**src/rtl/ccp_pkg.sv**
```systemverilog
package ccp_pkg;
  localparam logic [3:0] M_OFF      = 4'b0000;
  localparam logic [3:0] M_CMP_SET  = 4'b1000;
  localparam logic [3:0] M_CMP_CLR  = 4'b1001;
  localparam logic [3:0] M_CMP_SPC  = 4'b1011;

  localparam logic [1:0] SEL_FALL   = 2'b00;
  localparam logic [1:0] SEL_RISE   = 2'b01;
  localparam logic [1:0] SEL_RISE4  = 2'b10;

  localparam logic [1:0] A_MODE = 2'd0;
  localparam logic [1:0] A_LO   = 2'd1;
  localparam logic [1:0] A_HI   = 2'd2;

  function automatic logic mode_is_cap(input logic [3:0] m);
    return m[3:2] == 2'b01;
  endfunction

  function automatic logic mode_is_cmp(input logic [3:0] m);
    return m[3:2] == 2'b10;
  endfunction

  function automatic logic mode_is_pwm(input logic [3:0] m);
    return m[3:2] == 2'b11;
  endfunction
endpackage

```
**src/rtl/ccp_cap_edge.sv**
```systemverilog
module ccp_cap_edge import ccp_pkg::*; #(
  parameter int PSW = 4
) (
  input  logic       clk,
  input  logic       rst_n,
  input  logic       en,
  input  logic [1:0] sel,
  input  logic       clr,
  input  logic       pin,
  output logic       evt
);
  localparam logic [PSW-1:0] LIM_WIDE  = {PSW{1'b1}};
  localparam logic [PSW-1:0] LIM_SHORT = PSW'(3);

  logic           pin_d;
  logic [PSW-1:0] cnt_q, cnt_nx;
  logic           rise, fall;
  logic [PSW-1:0] lim;

  always_comb begin
    rise = pin & ~pin_d;
    fall = ~pin & pin_d;
    lim  = (sel == SEL_RISE4) ? LIM_SHORT : LIM_WIDE;
    evt  = 1'b0;
    if (en) begin
      unique case (sel)
        SEL_FALL: evt = fall;
        SEL_RISE: evt = rise;
        default:  evt = rise && (cnt_q == lim);
      endcase
    end
    cnt_nx = cnt_q;
    if (clr || !en)
      cnt_nx = '0;
    else if (sel[1] && rise)
      cnt_nx = (cnt_q == lim) ? '0 : cnt_q + 1'b1;
  end

  always_ff @(posedge clk or negedge rst_n) begin
    if (!rst_n) begin
      pin_d <= 1'b0;
      cnt_q <= '0;
    end else begin
      pin_d <= pin;
      cnt_q <= cnt_nx;
    end
  end

  AST_PRESC_CLEARED: assert property (@(posedge clk) disable iff (!rst_n)
    clr |=> cnt_q == '0);
endmodule

```
**src/rtl/ccp_pwm.sv**
```systemverilog
module ccp_pwm #(
  parameter int PW = 8,
  parameter int XW = 2,
  localparam int DW = PW + XW
) (
  input  logic          clk,
  input  logic          rst_n,
  input  logic          en,
  input  logic          per_start,
  input  logic [PW-1:0] tmr,
  input  logic [XW-1:0] frac,
  input  logic [DW-1:0] duty_new,
  output logic          q
);
  logic [DW-1:0] act_q, act_nx;
  logic          q_nx;
  logic [DW-1:0] ext;

  always_comb begin
    ext    = {tmr, frac};
    act_nx = act_q;
    q_nx   = q;
    if (!en) begin
      q_nx = 1'b0;
    end else if (per_start) begin
      act_nx = duty_new;
      q_nx   = (duty_new != '0);
    end else if (ext == act_q) begin
      q_nx = 1'b0;
    end
  end

  always_ff @(posedge clk or negedge rst_n) begin
    if (!rst_n) begin
      act_q <= '0;
      q     <= 1'b0;
    end else begin
      act_q <= act_nx;
      q     <= q_nx;
    end
  end

  AST_DUTY_HELD: assert property (@(posedge clk) disable iff (!rst_n)
    !per_start |=> $stable(act_q));
  AST_PWM_QUIET: assert property (@(posedge clk) disable iff (!rst_n)
    !en |=> !q);
endmodule

```
**src/rtl/ccp_unit.sv**
```systemverilog
module ccp_unit import ccp_pkg::*; #(
  parameter int TW  = 16,
  parameter int PW  = 8,
  parameter int XW  = 2,
  parameter int PSW = 4,
  parameter bit HAS_TRIG = 1'b1
) (
  input  logic          clk,
  input  logic          rst_n,
  input  logic [TW-1:0] tmr16,
  input  logic [PW-1:0] tmr8,
  input  logic [XW-1:0] tmr8_frac,
  input  logic          per_start,
  input  logic          cap_in,
  input  logic          wr_en,
  input  logic [1:0]    wr_addr,
  input  logic [TW/2-1:0] wr_data,
  output logic          ccp_pin,
  output logic          irq,
  output logic          tmr_rst,
  output logic          conv_trig,
  output logic [TW-1:0] reg_q
);
  localparam int BW = TW / 2;
  localparam int DW = PW + XW;
  localparam int FLO = 4;

  logic [1:0]    rs_q;
  logic          rst_i;
  logic [3:0]    mode_q, mode_nx;
  logic [XW-1:0] dlo_q, dlo_nx;
  logic [TW-1:0] reg_nx;
  logic          match_d, match;
  logic          cpin_q, cpin_nx;
  logic          irq_nx, trst_nx, trig_nx;
  logic          mode_wr, mode_chg;
  logic [3:0]    new_mode;
  logic          cap_evt, cmp_evt;
  logic          is_cap_m, is_cmp_m, is_pwm_m;
  logic          pwm_q;

  always_ff @(posedge clk or negedge rst_n) begin
    if (!rst_n) rs_q <= 2'b00;
    else        rs_q <= {rs_q[0], 1'b1};
  end
  assign rst_i = rs_q[1];

  ccp_cap_edge #(.PSW(PSW)) u_edge (
    .clk(clk), .rst_n(rst_i), .en(is_cap_m), .sel(mode_q[1:0]),
    .clr(mode_chg), .pin(cap_in), .evt(cap_evt)
  );

  ccp_pwm #(.PW(PW), .XW(XW)) u_pwm (
    .clk(clk), .rst_n(rst_i), .en(is_pwm_m), .per_start(per_start),
    .tmr(tmr8), .frac(tmr8_frac), .duty_new({reg_q[PW-1:0], dlo_q}), .q(pwm_q)
  );

  always_comb begin
    is_cap_m = mode_is_cap(mode_q);
    is_cmp_m = mode_is_cmp(mode_q);
    is_pwm_m = mode_is_pwm(mode_q);
    new_mode = wr_data[3:0];
    mode_wr  = wr_en && (wr_addr == A_MODE);
    mode_chg = mode_wr && (new_mode != mode_q);
    match    = is_cmp_m && (tmr16 == reg_q);
    cmp_evt  = match && !match_d;

    mode_nx = mode_wr ? new_mode : mode_q;
    dlo_nx  = mode_wr ? wr_data[FLO+XW-1:FLO] : dlo_q;

    reg_nx = reg_q;
    if (cap_evt)
      reg_nx = tmr16;
    else if (wr_en && wr_addr == A_LO)
      reg_nx[BW-1:0] = wr_data;
    else if (wr_en && wr_addr == A_HI)
      reg_nx[TW-1:BW] = wr_data;

    cpin_nx = cpin_q;
    if (mode_chg)
      cpin_nx = (new_mode == M_CMP_CLR);
    else if (cmp_evt && mode_q == M_CMP_SET)
      cpin_nx = 1'b1;
    else if (cmp_evt && mode_q == M_CMP_CLR)
      cpin_nx = 1'b0;

    irq_nx  = cap_evt | cmp_evt;
    trst_nx = cmp_evt && (mode_q == M_CMP_SPC);
  end

  if (HAS_TRIG) begin : g_trig
    assign trig_nx = trst_nx;
  end else begin : g_no_trig
    assign trig_nx = 1'b0;
  end

  always_ff @(posedge clk or negedge rst_i) begin
    if (!rst_i) begin
      mode_q    <= M_OFF;
      dlo_q     <= '0;
      reg_q     <= '0;
      match_d   <= 1'b0;
      cpin_q    <= 1'b0;
      irq       <= 1'b0;
      tmr_rst   <= 1'b0;
      conv_trig <= 1'b0;
    end else begin
      mode_q    <= mode_nx;
      dlo_q     <= dlo_nx;
      reg_q     <= reg_nx;
      match_d   <= match;
      cpin_q    <= cpin_nx;
      irq       <= irq_nx;
      tmr_rst   <= trst_nx;
      conv_trig <= trig_nx;
    end
  end

  assign ccp_pin = is_pwm_m ? pwm_q : cpin_q;

  AST_CAP_LOADS: assert property (@(posedge clk) disable iff (!rst_i)
    cap_evt |=> reg_q == $past(tmr16));
  AST_IRQ_SOURCE: assert property (@(posedge clk) disable iff (!rst_i)
    irq |-> $past(is_cap_m || is_cmp_m));
  AST_TRST_SPECIAL: assert property (@(posedge clk) disable iff (!rst_i)
    tmr_rst |-> ($past(mode_q) == M_CMP_SPC) && irq);
  AST_IRQ_SINGLE: assert property (@(posedge clk) disable iff (!rst_i)
    (irq && $past(is_cmp_m) && is_cmp_m && $stable(reg_q) && $stable(tmr16)) |=> !irq);
endmodule

```
**config.mk**
```make
export PLATFORM = sky130hd
export DESIGN_NAME = ccp_unit
export DESIGN_NICKNAME = d
export VERILOG_FILES = /design/src/rtl/ccp_pkg.sv /design/src/rtl/ccp_cap_edge.sv /design/src/rtl/ccp_pwm.sv /design/src/rtl/ccp_unit.sv
export SDC_FILE = /design/constraint.sdc
export NUM_CORES = 1
export LEC_CHECK = 0
export ABC_AREA = 1
export BUFFER_PORTS_ARGS = -buffer_cell sky130_fd_sc_hd__buf_2
export CAP_MARGIN = 20
export CELL_PAD_IN_SITES_DETAIL_PLACEMENT = 1
export CELL_PAD_IN_SITES_GLOBAL_PLACEMENT = 1
export CORE_ASPECT_RATIO = 0.75
export CORE_MARGIN = 5
export CORE_UTILIZATION = 42
export CTS_CLUSTER_SIZE = 28
export DETAILED_ROUTE_END_ITERATION = 6
export GPL_ROUTABILITY_DRIVEN = 0
export PLACE_DENSITY = 0.91
export SYNTH_ARGS = -nofsm -noshare
export SYNTH_HDL_FRONTEND = slang
export SYNTH_SLANG_ARGS = --single-unit
```
**constraint.sdc**
```tcl
create_clock -name clk -period 3.15 [get_ports clk]
set_clock_uncertainty 0.05 [all_clocks]
set_input_delay 0.63 -clock clk [delete_from_list [all_inputs] [get_ports clk]]
set_output_delay 0.63 -clock clk [all_outputs]
set_load 0.02 [all_outputs]
```
# [Yosys cells after proc, flatten, opt, wreduce, memory -nomap -nowiden]
# Cells that the tools add are included.
[word_totals] ff_bits=44 input_bits=41 output_inout_bits=20
[op_classes] addsub=1 n_eq_ne=17 mux=17 bitwise_logic=5 reduce_logical=23
[op_table] operator="8-bit two-way mux" n=3
[op_table] operator="16-bit == test" n=1
[op_table] operator="4-bit == test, second input constant" n=4
[op_table] operator="16-bit two-way mux" n=1
[op_table] operator="4-bit two-way mux" n=4
[op_table] operator="1-bit logical AND" n=11
[op_table] operator="10-bit == test" n=1
[op_table] operator="10-bit nonzero test" n=1
[op_table] operator="2-bit == test, second input constant" n=4
[op_table] operator="1-bit two-way mux" n=8
[op_table] operator="2-bit by 1-bit == test with 1-bit output, second input constant" n=3
[op_table] operator="2-bit nonzero test" n=3
[op_table] operator="4-bit by 1-bit adder with 4-bit output, second input constant" n=1
[op_table] operator="4-bit == test" n=1
[op_table] operator="2-bit logical NOT" n=2
[op_table] operator="4-bit != test" n=1
[op_table] operator="2-bit AND reduction" n=2
[op_table] operator="3-bit by 2-bit != test with 1-bit output, second input constant" n=1
[op_table] operator="3-bit nonzero test" n=1
[op_table] operator="1-bit AND" n=2
[op_table] operator="1-bit logical NOT" n=2
[op_table] operator="2-bit != test, second input constant" n=1
[op_table] operator="1-bit inverter" n=2
[op_table] operator="1-bit case mux with 2 select lines" n=1
[op_table] operator="other kinds (2)" n=2

# [Depth between registers and ports, before layout]
[logic_depth] word_depth=8 ltp_mapped=12 depth_no_buf=11

# [Modules after synthesis]
# Synthesis repeated with hierarchy kept, for this count alone.
[hier_totals] hier_cells=414 hier_area_um2=2787.7
[modules_own_cells] mod="ccp_unit" instances=1 cells_per_inst=273 area_per_inst_um2=1821.7 seq_area_each_um2=700.7
[modules_own_cells] mod="ccp_pwm" instances=1 cells_per_inst=96 area_per_inst_um2=634.4 seq_area_each_um2=275.3
[modules_own_cells] mod="ccp_cap_edge" instances=1 cells_per_inst=45 area_per_inst_um2=331.6 seq_area_each_um2=125.1

# [Least setup slack after synthesis]
# No wires, ideal clock.
[synth_timing] path_type="input -> register" startpoint="in wr_data[3]" endpoint="reg u_edge.cnt_q[2]" setup_time_ns=0.133 arrival_ns=1.412 required_ns=2.967 setup_slack_ns=1.555 path_stages=7 cell_sequence="xor2_1 -> a21oi_1 -> nand3_1 -> nand2_1 -> nand2_1 -> nor2_1 -> o21ai_0"
[synth_between] elab_chain_len=4 elab_cells_between_ends=5 cone_classes="eq/ne (1); mux (1); reduce/logical (3)"
[synth_rtl] item="start: declaration" line_no="ccp_unit.sv:17" text="input logic [TW/2-1:0] wr_data,"
[synth_rtl] item="4-bit != test (*)" line_no="ccp_unit.sv:64" text="mode_chg = mode_wr && (new_mode != mode_q);"
[synth_rtl] item="1-bit logical AND (*)" line_no="ccp_unit.sv:64"
[synth_rtl] item="1-bit logical OR (*)" line_no="ccp_cap_edge.sv:33" text="if (clr || !en)"
[synth_rtl] item="4-bit two-way mux or 2-bit nonzero test (tied branches)"
[synth_rtl] item="end signal: assignment" line_no="ccp_cap_edge.sv:45" text="cnt_q <= cnt_nx;"
[synth_rtl] item="end: declaration" line_no="ccp_cap_edge.sv:16" text="logic [PSW-1:0] cnt_q, cnt_nx;"
# Mark *: on every way between the ends. The rest lies on a longest branch, timed or not.
# A chain may end at the register's enable or synchronous reset.

# [Final worst setup path]
[layout_timing] startpoint="reg mode_q[1]" endpoint="reg reg_q[10]"
[layout_between] elab_chain_len=8 elab_cells_between_ends=12 cone_classes="eq/ne (4); mux (4); reduce/logical (4)"
[layout_rtl] item="start: declaration" line_no="ccp_unit.sv:30" text="logic [3:0] mode_q, mode_nx;"
[layout_rtl] item="start signal: assignment" line_no="ccp_unit.sv:108" text="mode_q <= mode_nx;"
[layout_rtl] item="2-bit == test" line_no="ccp_cap_edge.sv:23" text="lim = (sel == SEL_RISE4) ? LIM_SHORT : LIM_WIDE;"
[layout_rtl] item="4-bit two-way mux" line_no="ccp_cap_edge.sv:23"
[layout_rtl] item="4-bit == test" line_no="ccp_cap_edge.sv:29" text="default: evt = rise && (cnt_q == lim);"
[layout_rtl] item="1-bit logical AND" line_no="ccp_cap_edge.sv:29"
[layout_rtl] item="1-bit case mux with 2 select lines (*)" line_no="ccp_cap_edge.sv:26" text="unique case (sel)"
[layout_rtl] item="1-bit two-way mux (*)" line_no="ccp_cap_edge.sv:25" text="if (en) begin"
[layout_rtl] item="2-bit != test (no source line) or 2-bit nonzero test (tied branches)"
[layout_rtl] item="2-bit AND reduction (no source line)"
[layout_rtl] item="end signal: assignment" line_no="ccp_unit.sv:110" text="reg_q <= reg_nx;"
[layout_rtl] item="end: declaration" line_no="ccp_unit.sv:22" text="output logic [TW-1:0] reg_q"
# Marked as above.

==> results by group <==
Run status
  • Status: finished, final reports clean

Yosys
  • Post-synth EDFFs: 0
  • Post-synthesis average cell area: ~7.5 um^2
  • Net Count, Synth: 399
  • Cells after Synth: between 300 and 400
  • Dominant cells by area after synthesis: dfrtp_1 (41%), nand2_1 (16%), inv_1 (7.2%), nor2_1 (4.1%), xor2_1 (3.6%)
  • Syn Std Cell Area: 2660 um^2
  • FF+latch count, synth: 44
  • Ys async rst share: 1.00
  • Primary FF master, synth: dfrtp_1
  • Sequential cell area fraction in the yosys report: 0.414
  • Dominant cell type by area after synthesis: dfrtp_1
  • Synth warnings: 0
  • Distinct cells, synth: 32
  • Yosys top cell area share: 0.414

Clocking
  • Num CTS Buffers: 5
  • TritonCTS clock tree: done
  • Cts repair resizes: 0
  • Setup Buffers After CTS: 0
  • Clk root buf: clkbuf_8
  • Clock Sinks: between 40 and 50
  • Clock slew at reported path FFs: about 0.09 ns
  • H-tree depth: 2
  • Clock buffer depth: 2
  • Post-CTS Hold Buffers: 0
  • Clock latency on the worst-skew pair: around 0.30 ns

Detailed routing
  • Drc violations: 0
  • Total Wirelength: 8.02 mm
  • Post-DRT Antenna Nets: 0
  • DRT iter0 DRCs: roughly 150
  • Via density: 5.13
  • Via count: between 2k and 3k
  • Drt pass-1 iters: 4
  • WL per Instance: 16.0 um

Timing
  • Final setup vio count: 0
  • Highest Clock Rate: 512 MHz
  • Hold Violations, Final: 0
  • Least-Margin Pin Slew: 0.948 ns
  • Tmin final: 1.95 ns
  • Final worst-path setup slack: 1.20 ns
  • Final Max Tran Viols: 0
  • Tcrit/Tclk final: 0.620
  • Slew margin rel.: 0.368
  • Setup TNS: 0 ns
  • RSZ-0062 raised after global routing: no

GRT
  • Total grt overflow: 0
  • Largest net degree at the start of global routing: 43
  • M3 GR Usage: 0.0421
  • First-pass GRT wire length: about 13 mm
  • Vias in the first global route: 2,713
  • Met2 Usage GRT: 0.365
  • Initial antenna violation count: 0
  • Gr usage total: 0.214
  • Grt met1 use: 0.276
  • GR peak layer: met2

Floorplan
  • Rows: 25
  • Die area: 8050 um^2
  • Die width: 102 um
  • # IOs: 61
  • Core area: around 6200 um^2
  • Starting Density: 0.428
  • Die height: 79.0 um

Cells and area
  • Antenna cell count: 0
  • Fillers: 844
  • Post-layout util: 0.501
  • Layout cell share with drive strength beyond 1: 0.212
  • Area grow syn2layout: 17.1%
  • Nets: 461

Critical path
  • Crit path kind: flip-flop to flip-flop
  • Max incr delay on CP: 0.53 ns
  • CP Launch Point: mode_q[1]
  • CP Cell Sequence: inv_4 > o211ai_2 > nand2_2 > nand2_2 > nand2_2 > nand2_4 > inv_6 > nor2_1 > nand2_1 > o211ai_1
  • Most used cell, CP: nand2_2
  • Setup crit end kind: flip-flop
  • Start of the worst register-to-register path: mode_q[1]
  • Max FO, Critical Path: 16
  • Critical path arrival: 2.12 ns
  • Crit path required time: 3.32 ns
  • Reg2Reg Setup Slack: around 1.2 ns
  • Startpoint types: flip-flop
  • Critical-path top delay cell: dfrtp_1

Placement
  • Pre-CTS setup slack: 1.07 ns
  • IO buf count: 60
  • HPWL after DPL: 6.28 mm

Power
  • Pleak: 0.00168 uW
  • Peak supply drop: 290 uV
  • Ratio of total power to cell area: 633 nW/um^2

Run
  • Max-cap viol count: 0

Hold path
  • Worst min-delay path category: input pin to async pin
## metal layers
metal  up-vias  routed length [um]
met5         -                   0
met4         0                 106
met3        11                 543
met2        74                3850
met1      1240                3520
li1       1242                   -
## flip-flops by register name (all words and copies together), names as in the netlist
| name | flops |
|---|---|
| u_edge.pin_d | 1 |
| match_d | 1 |
| conv_trig | 1 |
| u_edge.cnt_q | 4 |
| dlo_q | 2 |
| reg_q | 16 |
| cpin_q | 1 |
| u_pwm.act_q | 10 |
| irq | 1 |
| u_pwm.q | 1 |
| mode_q | 4 |
| rs_q | 2 |
## placed cells by master, fill, tap and decap left out
master      n
clkbuf_8    7
o211ai_1    8
buf_4       1
nand2_4     1
nand2_1   114
nand3_1    17
and3_1      2
o211ai_2    3
inv_6       1
buf_2      60
ha_1        1
o22ai_1     3
nor3_1      5
inv_1      51
a21oi_1     2
nand2_2     4
inv_4       1
nor2_4      6
nand4_1     9
nor4_1      4
xnor2_1    10
conb_1      1
dfrtp_1    43
nor3_2      2
a21oi_2     1
xor2_1     11
dfrtp_2     1
o21ai_0    19
o21ai_1     1
nor2_1     29
inv_2       1
## worst max-delay path, delay by kind of cell, from the launching register on
family	cells	cell delay [ns]
AOI/OAI and AO/OA	2	0.29
and+or+nand+nor	6	0.80
DFF	1	0.53
buffers and inverters	2	0.20
## stage by stage
step	instance area [um^2]	hold slack, ns	cells	total power (uW)
5_1_grt	3120	0.0359	500	2130
6_report	3120	0.0447	500	1970
3_5_place_dp	3020	0.287	493	1600
2_1_floorplan	2660	0.281	357	1340
3_3_place_gp	3020	0.289	493	1550
4_1_cts	3120	0.0406	500	1990
## logic make-up after synthesis
| kind of cell | count (synthesis) | synth area share |
|---|---|---|
| AOI/OAI and AO/OA | 37 | 0.0883 |
| xor gates and xnor gates | 21 | 0.0691 |
| adders and majority gates | 1 | 0.00470 |
| buffers and inverters | 60 | 0.0982 |
| DFF | 44 | 0.414 |
| other | 1 | 0.00141 |
| and+or+nand+nor | 193 | 0.325 |
## worst paths after layout
path | cells after the start | to
max | 10 | reg_q[10]
min | 1 | rs_q[1]
max reg2reg | 10 | reg_q[10]
min reg2reg | 0 | rs_q[1]
max in group asynchronous | 0 | u_pwm.act_q[2]
min in group clk | 0 | rs_q[1]
## cell type report
type                       instances  area, um^2  area share
clock buffer                       7        96.3      0.0309
inverter                          54         210      0.0674
multi-input combinational        253        1300       0.417
sequential                        44        1100       0.354
tap                               81         101      0.0325
timing repair buffer              61         308      0.0987
## synthesized netlist by cell type (2+ instances only)
master,number
nand2_1,114
inv_1,51
dfrtp_1,44
nor2_1,29
o21ai_0,19
nand3_1,17
xor2_1,11
xnor2_1,10
nand4_1,9
o211ai_1,8
nor2_4,6
nor3_1,5
nand2_2,4
nor4_1,4
o211ai_2,3
o22ai_1,3
a21oi_1,2
and3_1,2
clkbuf_1,2
nor3_2,2
## report_power, final
part	internal, uW	switching (uW)
clock network	196	195
logic	267	437
registers	707	173
total	1170	804
Note: power is estimated with default switching activity, not from simulation.
